===== src/rtl/tq_mon_pkg.sv =====
package tq_mon_pkg;
  localparam int unsigned TQ_W_DEF    = 16;
  localparam int unsigned MAX_ERR_DEF = 5100;
  localparam int unsigned THRESH_PRI  = 25500;
  localparam int unsigned THRESH_SEC  = 45900;
  localparam int unsigned ALLOW_DEF   = 255;
endpackage


===== src/rtl/tq_err_mag.sv =====
module tq_err_mag #(
  parameter int unsigned TQ_W    = 16,
  parameter int unsigned MAX_ERR = 5100,
  parameter int unsigned MAG_W   = $clog2(MAX_ERR + 1)
) (
  input  logic signed [TQ_W-1:0] cmd_l_i,
  input  logic signed [TQ_W-1:0] meas_l_i,
  input  logic signed [TQ_W-1:0] cmd_r_i,
  input  logic signed [TQ_W-1:0] meas_r_i,
  output logic        [MAG_W-1:0] mag_o
);
  localparam int unsigned DW = TQ_W + 2;

  logic signed [DW-1:0] err_l, err_r, diff;
  logic        [DW-1:0] abs_d;

  always_comb begin
    err_l = DW'(cmd_l_i) - DW'(meas_l_i);
    err_r = DW'(cmd_r_i) - DW'(meas_r_i);
    diff  = err_l - err_r;
    abs_d = diff[DW-1] ? DW'(-diff) : DW'(diff);
    if (abs_d > DW'(MAX_ERR)) mag_o = MAG_W'(MAX_ERR);
    else                      mag_o = abs_d[MAG_W-1:0];
  end

  // R1 clip bound
  always_comb begin
    p_mag_clip_r1: assert (mag_o <= MAG_W'(MAX_ERR));
  end
endmodule


===== src/rtl/tq_integ.sv =====
module tq_integ #(
  parameter int unsigned MAX_ERR = 5100,
  parameter int unsigned THRESH  = 25500,
  parameter int unsigned ALLOW   = 255,
  parameter int unsigned MAG_W   = $clog2(MAX_ERR + 1),
  parameter int unsigned ACC_W   = $clog2(THRESH + MAX_ERR + 1)
) (
  input  logic             clk_i,
  input  logic             rst_ni,
  input  logic             clr_i,
  input  logic             strobe_i,
  input  logic             hold_i,
  input  logic [MAG_W-1:0] mag_i,
  output logic [ACC_W-1:0] acc_o,
  output logic             hit_o
);
  localparam int unsigned SW = ACC_W + 2;

  logic [ACC_W-1:0]    acc_q;
  logic signed [SW-1:0] sum;
  logic                 upd;

  assign hit_o = acc_q >= ACC_W'(THRESH);
  // stop after reaching threshold so the sum stays bounded
  assign upd   = strobe_i && !hold_i && !hit_o;

  always_comb begin
    sum = $signed({2'b00, acc_q}) + $signed(SW'(mag_i)) - $signed(SW'(ALLOW));
  end

  always_ff @(posedge clk_i or negedge rst_ni) begin
    if (!rst_ni)       acc_q <= '0;
    else if (clr_i)    acc_q <= '0;
    else if (upd)      acc_q <= sum[SW-1] ? '0 : sum[ACC_W-1:0];
  end

  assign acc_o = acc_q;

  p_hold_idle_r2: assert property (@(posedge clk_i) disable iff (!rst_ni)
    (!strobe_i && !clr_i) |=> $stable(acc_q));
  p_no_overflow_r3: assert property (@(posedge clk_i) disable iff (!rst_ni)
    acc_q <= ACC_W'(THRESH + MAX_ERR));
endmodule


===== src/rtl/tq_stall_wd.sv =====
module tq_stall_wd #(
  parameter int unsigned TICK_CYCLES = 1000000
) (
  input  logic clk_i,
  input  logic rst_ni,
  input  logic clr_i,
  input  logic strobe_i,
  output logic expire_o
);
  localparam int unsigned LIM   = 2 * TICK_CYCLES;
  localparam int unsigned CNT_W = $clog2(LIM);

  logic [CNT_W-1:0] cnt_q;
  logic             at_lim;

  assign at_lim   = cnt_q == CNT_W'(LIM - 1);
  assign expire_o = at_lim && !strobe_i;

  always_ff @(posedge clk_i or negedge rst_ni) begin
    if (!rst_ni)              cnt_q <= '0;
    else if (clr_i || strobe_i) cnt_q <= '0;
    else if (!at_lim)         cnt_q <= cnt_q + 1'b1;
  end

  p_strobe_restart_r7: assert property (@(posedge clk_i) disable iff (!rst_ni)
    (strobe_i && !clr_i) |=> !expire_o || $past(LIM == 1));
endmodule


===== src/rtl/torque_err_monitor.sv =====
module torque_err_monitor
  import tq_mon_pkg::*;
#(
  parameter int unsigned TQ_W        = TQ_W_DEF,
  parameter int unsigned MAX_ERR     = MAX_ERR_DEF,
  parameter int unsigned THRESH      = THRESH_PRI,
  parameter int unsigned ALLOW       = ALLOW_DEF,
  parameter int unsigned TICK_CYCLES = 1000000,
  parameter int unsigned ACC_W       = $clog2(THRESH + MAX_ERR + 1)
) (
  input  logic                   clk_i,
  input  logic                   rst_ni,
  input  logic                   clr_i,
  input  logic                   strobe_i,
  input  logic signed [TQ_W-1:0] cmd_l_i,
  input  logic signed [TQ_W-1:0] meas_l_i,
  input  logic signed [TQ_W-1:0] cmd_r_i,
  input  logic signed [TQ_W-1:0] meas_r_i,
  output logic [ACC_W-1:0]       integ_o,
  output logic                   fault_o,
  output logic                   wdog_o,
  output logic                   safe_req_o
);
  localparam int unsigned MAG_W = $clog2(MAX_ERR + 1);

  logic [MAG_W-1:0] mag;
  logic             hit, expire;
  logic             fault_q, wdog_q, safe_q;

  tq_err_mag #(.TQ_W(TQ_W), .MAX_ERR(MAX_ERR), .MAG_W(MAG_W)) u_mag (
    .cmd_l_i (cmd_l_i),
    .meas_l_i(meas_l_i),
    .cmd_r_i (cmd_r_i),
    .meas_r_i(meas_r_i),
    .mag_o   (mag)
  );

  tq_integ #(.MAX_ERR(MAX_ERR), .THRESH(THRESH), .ALLOW(ALLOW),
             .MAG_W(MAG_W), .ACC_W(ACC_W)) u_integ (
    .clk_i   (clk_i),
    .rst_ni  (rst_ni),
    .clr_i   (clr_i),
    .strobe_i(strobe_i),
    .hold_i  (safe_q),
    .mag_i   (mag),
    .acc_o   (integ_o),
    .hit_o   (hit)
  );

  tq_stall_wd #(.TICK_CYCLES(TICK_CYCLES)) u_wd (
    .clk_i   (clk_i),
    .rst_ni  (rst_ni),
    .clr_i   (clr_i),
    .strobe_i(strobe_i),
    .expire_o(expire)
  );

  always_ff @(posedge clk_i or negedge rst_ni) begin
    if (!rst_ni) begin
      fault_q <= 1'b0;
      wdog_q  <= 1'b0;
      safe_q  <= 1'b0;
    end else if (clr_i) begin
      fault_q <= 1'b0;
      wdog_q  <= 1'b0;
      safe_q  <= 1'b0;
    end else begin
      fault_q <= fault_q | hit;
      wdog_q  <= wdog_q | expire;
      safe_q  <= safe_q | hit | expire;
    end
  end

  assign fault_o    = fault_q;
  assign wdog_o     = wdog_q;
  assign safe_req_o = safe_q;

  p_trip_next_r4: assert property (@(posedge clk_i) disable iff (!rst_ni)
    (integ_o >= ACC_W'(THRESH) && !clr_i) |=> (fault_o && safe_req_o));
  p_no_early_trip_r4: assert property (@(posedge clk_i) disable iff (!rst_ni)
    $rose(fault_o) |-> $past(integ_o >= ACC_W'(THRESH)));
  p_sticky_r5: assert property (@(posedge clk_i) disable iff (!rst_ni)
    ((fault_o || wdog_o) && !clr_i) |=> (safe_req_o && $stable(fault_o) && $stable(wdog_o)));
  p_frozen_r6: assert property (@(posedge clk_i) disable iff (!rst_ni)
    (safe_req_o && !clr_i) |=> $stable(integ_o));
  p_clear_r8: assert property (@(posedge clk_i) disable iff (!rst_ni)
    clr_i |=> (integ_o == '0 && !fault_o && !wdog_o && !safe_req_o));
endmodule


===== config.mk =====
export PLATFORM = sky130hd
export DESIGN_NAME = torque_err_monitor
export DESIGN_NICKNAME = d
export VERILOG_FILES = /design/src/rtl/tq_mon_pkg.sv /design/src/rtl/tq_err_mag.sv /design/src/rtl/tq_integ.sv /design/src/rtl/tq_stall_wd.sv /design/src/rtl/torque_err_monitor.sv
export SDC_FILE = /design/constraint.sdc
export NUM_CORES = 1
export LEC_CHECK = 0
export CAP_MARGIN = 15
export CORE_ASPECT_RATIO = 1.2
export CORE_MARGIN = 2
export CORE_UTILIZATION = 40
export CTS_BUF_LIST = sky130_fd_sc_hd__clkbuf_8
export CTS_CLUSTER_SIZE = 40
export DETAILED_ROUTE_END_ITERATION = 8
export DONT_BUFFER_PORTS = 1
export SKIP_CTS_REPAIR_TIMING = 1
export SYNTH_ARGS = -nofsm -noshare
export SYNTH_HDL_FRONTEND = slang
export SYNTH_HIERARCHICAL = 1
export SYNTH_SLANG_ARGS = --single-unit
export TNS_END_PERCENT = 20

===== constraint.sdc =====
create_clock -name clk_i -period 3.71 [get_ports clk_i]
set_clock_uncertainty 0.2 [all_clocks]
set_input_delay 0.371 -clock clk_i [delete_from_list [all_inputs] [get_ports clk_i]]
set_output_delay 0.371 -clock clk_i [all_outputs]
set_load 0.02 [all_outputs]

==> impl_metrics.tcl <==
set metrics [dict create \
    outcome "finished with violations" \
    violations "negative setup slack" \
    critPathMaxFanout 7 \
    root_buffer "clkbuf_8" \
    cts_max_path_buffers 2 \
    wl_per_cell_um 13.9 \
    cts_tree "yes" \
    via_per_inst 5.32 \
    tns_ns -49.72 \
    rsz0062_at_grt "yes" \
    setup_viol 15 \
    worst_slack_ns -3.36 \
    drive_above_1_share 0.328 \
    crit_path_start_kind "input port" \
    synth_area_um2 6110 \
    yosys_warnings 6 \
    ff2ff_setup_slack_ns 0.50 \
    fill_cells 1374 \
    grtUsageTotal 0.192 \
    synth-seq-cells 39 \
    via_count 6275 \
    grt_max_degree 40 \
    drc 0 \
    synth.most_common_cell "inv_1" \
    min_from "strobe_i" \
    area_growth_pct 38.4 \
    end_kind "register" \
    grt_pass1_wl_um 26600 \
    period_minus_slack_ns 7.07 \
    peakVddDrop_mv 0.314 \
    antenna_found_initial 0 \
    fmax_mhz 142 \
    slew_headroom 0.603 \
    die_h_um 139 \
    power_leakage_nw 3.98 \
    hold_path.class "input port to register" \
    clkTransAtPathRegs_ns 0.07 \
    cp.arrival_ns 7.04 \
    dp.cells 1144 \
    ant_nets 0 \
    core_area_um2 15000 \
    max_cap_violations 0 \
    post_synth_num_cell_types 88 \
    synth-edff-count 0 \
    slew_viol_final 0 \
    hold_end "u_wd/cnt_q[16]" \
    grt_pass1_vias 6337 \
    ys_seq_area_frac 0.160 \
    cts_buffers 5 \
    critPathMaxStageDelay_ns 0.38 \
    r2r_end "u_integ/acc_o[3]" \
    port-buffer-count 0 \
    hpwl_um 13400 \
    cpMostUsedCell "buf_4" \
    worstSetupPathType "input port to register" \
    fin_nets 1125 \
    worst_path_max_delay_cell "a2111oi_4" \
    clk-insertion-delay-late_ns 0.30 \
    htreeDepth 2 \
    synth.avg_cell_area_um2 7.98 \
    crit_required_ns 3.69 \
    die_area_um2 16300 \
    pwr_density_cell_nw_per_um2 780 \
    drt_pass1_iterations 4 \
    final_cells 1179 \
    synthesis.nets 917 \
    grt-ovfl-total 0 \
    start_util 0.409 \
    netlist_instances 766 \
    synthArstFlopShare 1.00 \
    ios 86 \
    rows 49 \
    antenna_cells 0 \
    hold_violations 0 \
    worstRegToRegCells 10 \
    fin_crit_sh 1.90 \
    rr_startpoint "u_integ/acc_o[2]" \
    routabilityCongestion 0.892 \
    cp-startpoint "meas_r_i[1]" \
    ys_top_cells_by_area "ha_1 (16%), dfrtp_1 (16%), xnor2_1 (6.4%)" \
    holdPathStages 2 \
    synth_top_area_cell "ha_1" \
    cts_sinks 39 \
    wirelength_um 16300 \
    yosys_most_used_dff "dfrtp_1" \
    synth_top_area_frac 0.162 \
    yosys-top-cells-count "inv_1 (94), ha_1 (79), nor2_1 (63), a21oi_1 (46), xnor2_1 (45)" \
    worstMarginPinSlew_ns 0.594 \
    drt_iter0_markers 250 \
    die_w_um 117 \
]
per-stage QoR:
stage,instance area [µm²],total power [mW],hold WS (ns),setup slack [ns],util
2_1_floorplan,6250,3.71,-0.125,-3.05,-
3_3_place_gp,7830,5.35,-0.123,-3.50,0.524
3_5_place_dp,7830,5.50,-0.124,-3.61,0.524
4_1_cts,7950,5.89,-0.455,-3.35,0.532
5_1_grt,8460,7.14,0.0801,-3.73,0.566
6_report,8460,6.60,0.0600,-3.36,0.566
placed cells by master (no fill, tap or decap), drive strengths merged, types with 5 or more instances in the layout:
| cell type | instances |
|---|---|
| xor2 | 22 |
| a2111oi | 5 |
| clkbuf | 6 |
| a21oi | 48 |
| xnor2 | 46 |
| a21boi | 6 |
| or3 | 18 |
| buf | 210 |
| o2111ai | 8 |
| nor3 | 25 |
| a21o | 15 |
| a22o | 11 |
| nor2 | 63 |
| nand2b | 6 |
| nor2b | 12 |
| a211oi | 15 |
| and3 | 9 |
| ha | 79 |
| nand4 | 8 |
| nor4 | 7 |
| nand3 | 27 |
| dfrtp | 39 |
| o21a | 6 |
| or2 | 9 |
| o21ai | 36 |
| o311ai | 5 |
| o211ai | 13 |
| inv | 94 |
| a31oi | 13 |
| nand2 | 41 |
| o21bai | 9 |
how the worst max path moves through the flow:
| stage | to | slack [ns] | depth (start not counted) |
|---|---|---|---|
| 6_report | u_integ/acc_o[3] | -3.36 | 34 |
| 5_1_grt | u_integ/acc_o[3] | -3.73 | 35 |
| 4_1_cts | u_integ/acc_o[12] | -3.35 | 35 |
| 3_5_place_dp | u_integ/acc_o[12] | -3.61 | 35 |
| 3_3_place_gp | u_integ/acc_o[6] | -3.50 | 34 |
| 2_1_floorplan | u_integ/acc_o[12] | -3.05 | 34 |
cell families (layout without fill, tap and decap cells):
family          count (synthesis)  in the layout  share of synthesized area
simple gates                  242            243                      0.213
compound gates                227            227                      0.282
buf+inv                       106            314                     0.0692
fa+ha+maj                      83             83                      0.175
xor+xnor                       68             68                     0.0999
flops                          39             39                      0.160
mux                             1              1                    0.00164
metal layers:
| layer | vias to the layer above | GRT usage | share of wire |
|---|---|---|---|
| met5 | - | 0 | 0 |
| met4 | 0 | 0.0607 | 0.020 |
| met3 | 20 | 0.0122 | 0.024 |
| met2 | 125 | 0.375 | 0.55 |
| met1 | 2906 | 0.214 | 0.41 |
| li1 | 3224 | - | - |
state kept, by name (all words and copies together), names as in the netlist:
name / cells
wdog_o: 1
safe_req_o: 1
u_wd/cnt_q: 21
u_integ/acc_o: 15
fault_o: 1
area by class of cell:
class / count / area [µm²] / share of cell area
Clock buffer: 6 / 82.6 / 0.00976
Clock inverter: 2 / 38.8 / 0.00458
Inverter: 94 / 382 / 0.0451
Multi-Input combinational cell: 622 / 5110 / 0.604
Sequential cell: 39 / 976 / 0.115
Tap cell: 204 / 255 / 0.0302
Timing Repair Buffer: 212 / 1620 / 0.192
power by group:
part,leakage [nW],switching [mW],internal (mW)
clock network,0.0618,0.147,0.221
registers,0.534,0.196,0.493
logic,3.38,2.76,2.78
total,3.98,3.10,3.50
critical path, delay by kind of cell:
family	cells	cell delay [ns]
compound gates	18	3.68
fa+ha+maj	4	1.10
simple gates	6	0.95
buf+inv	4	0.54
xor+xnor	2	0.38
No activity file was read; power rests on OpenSTA's default activity.
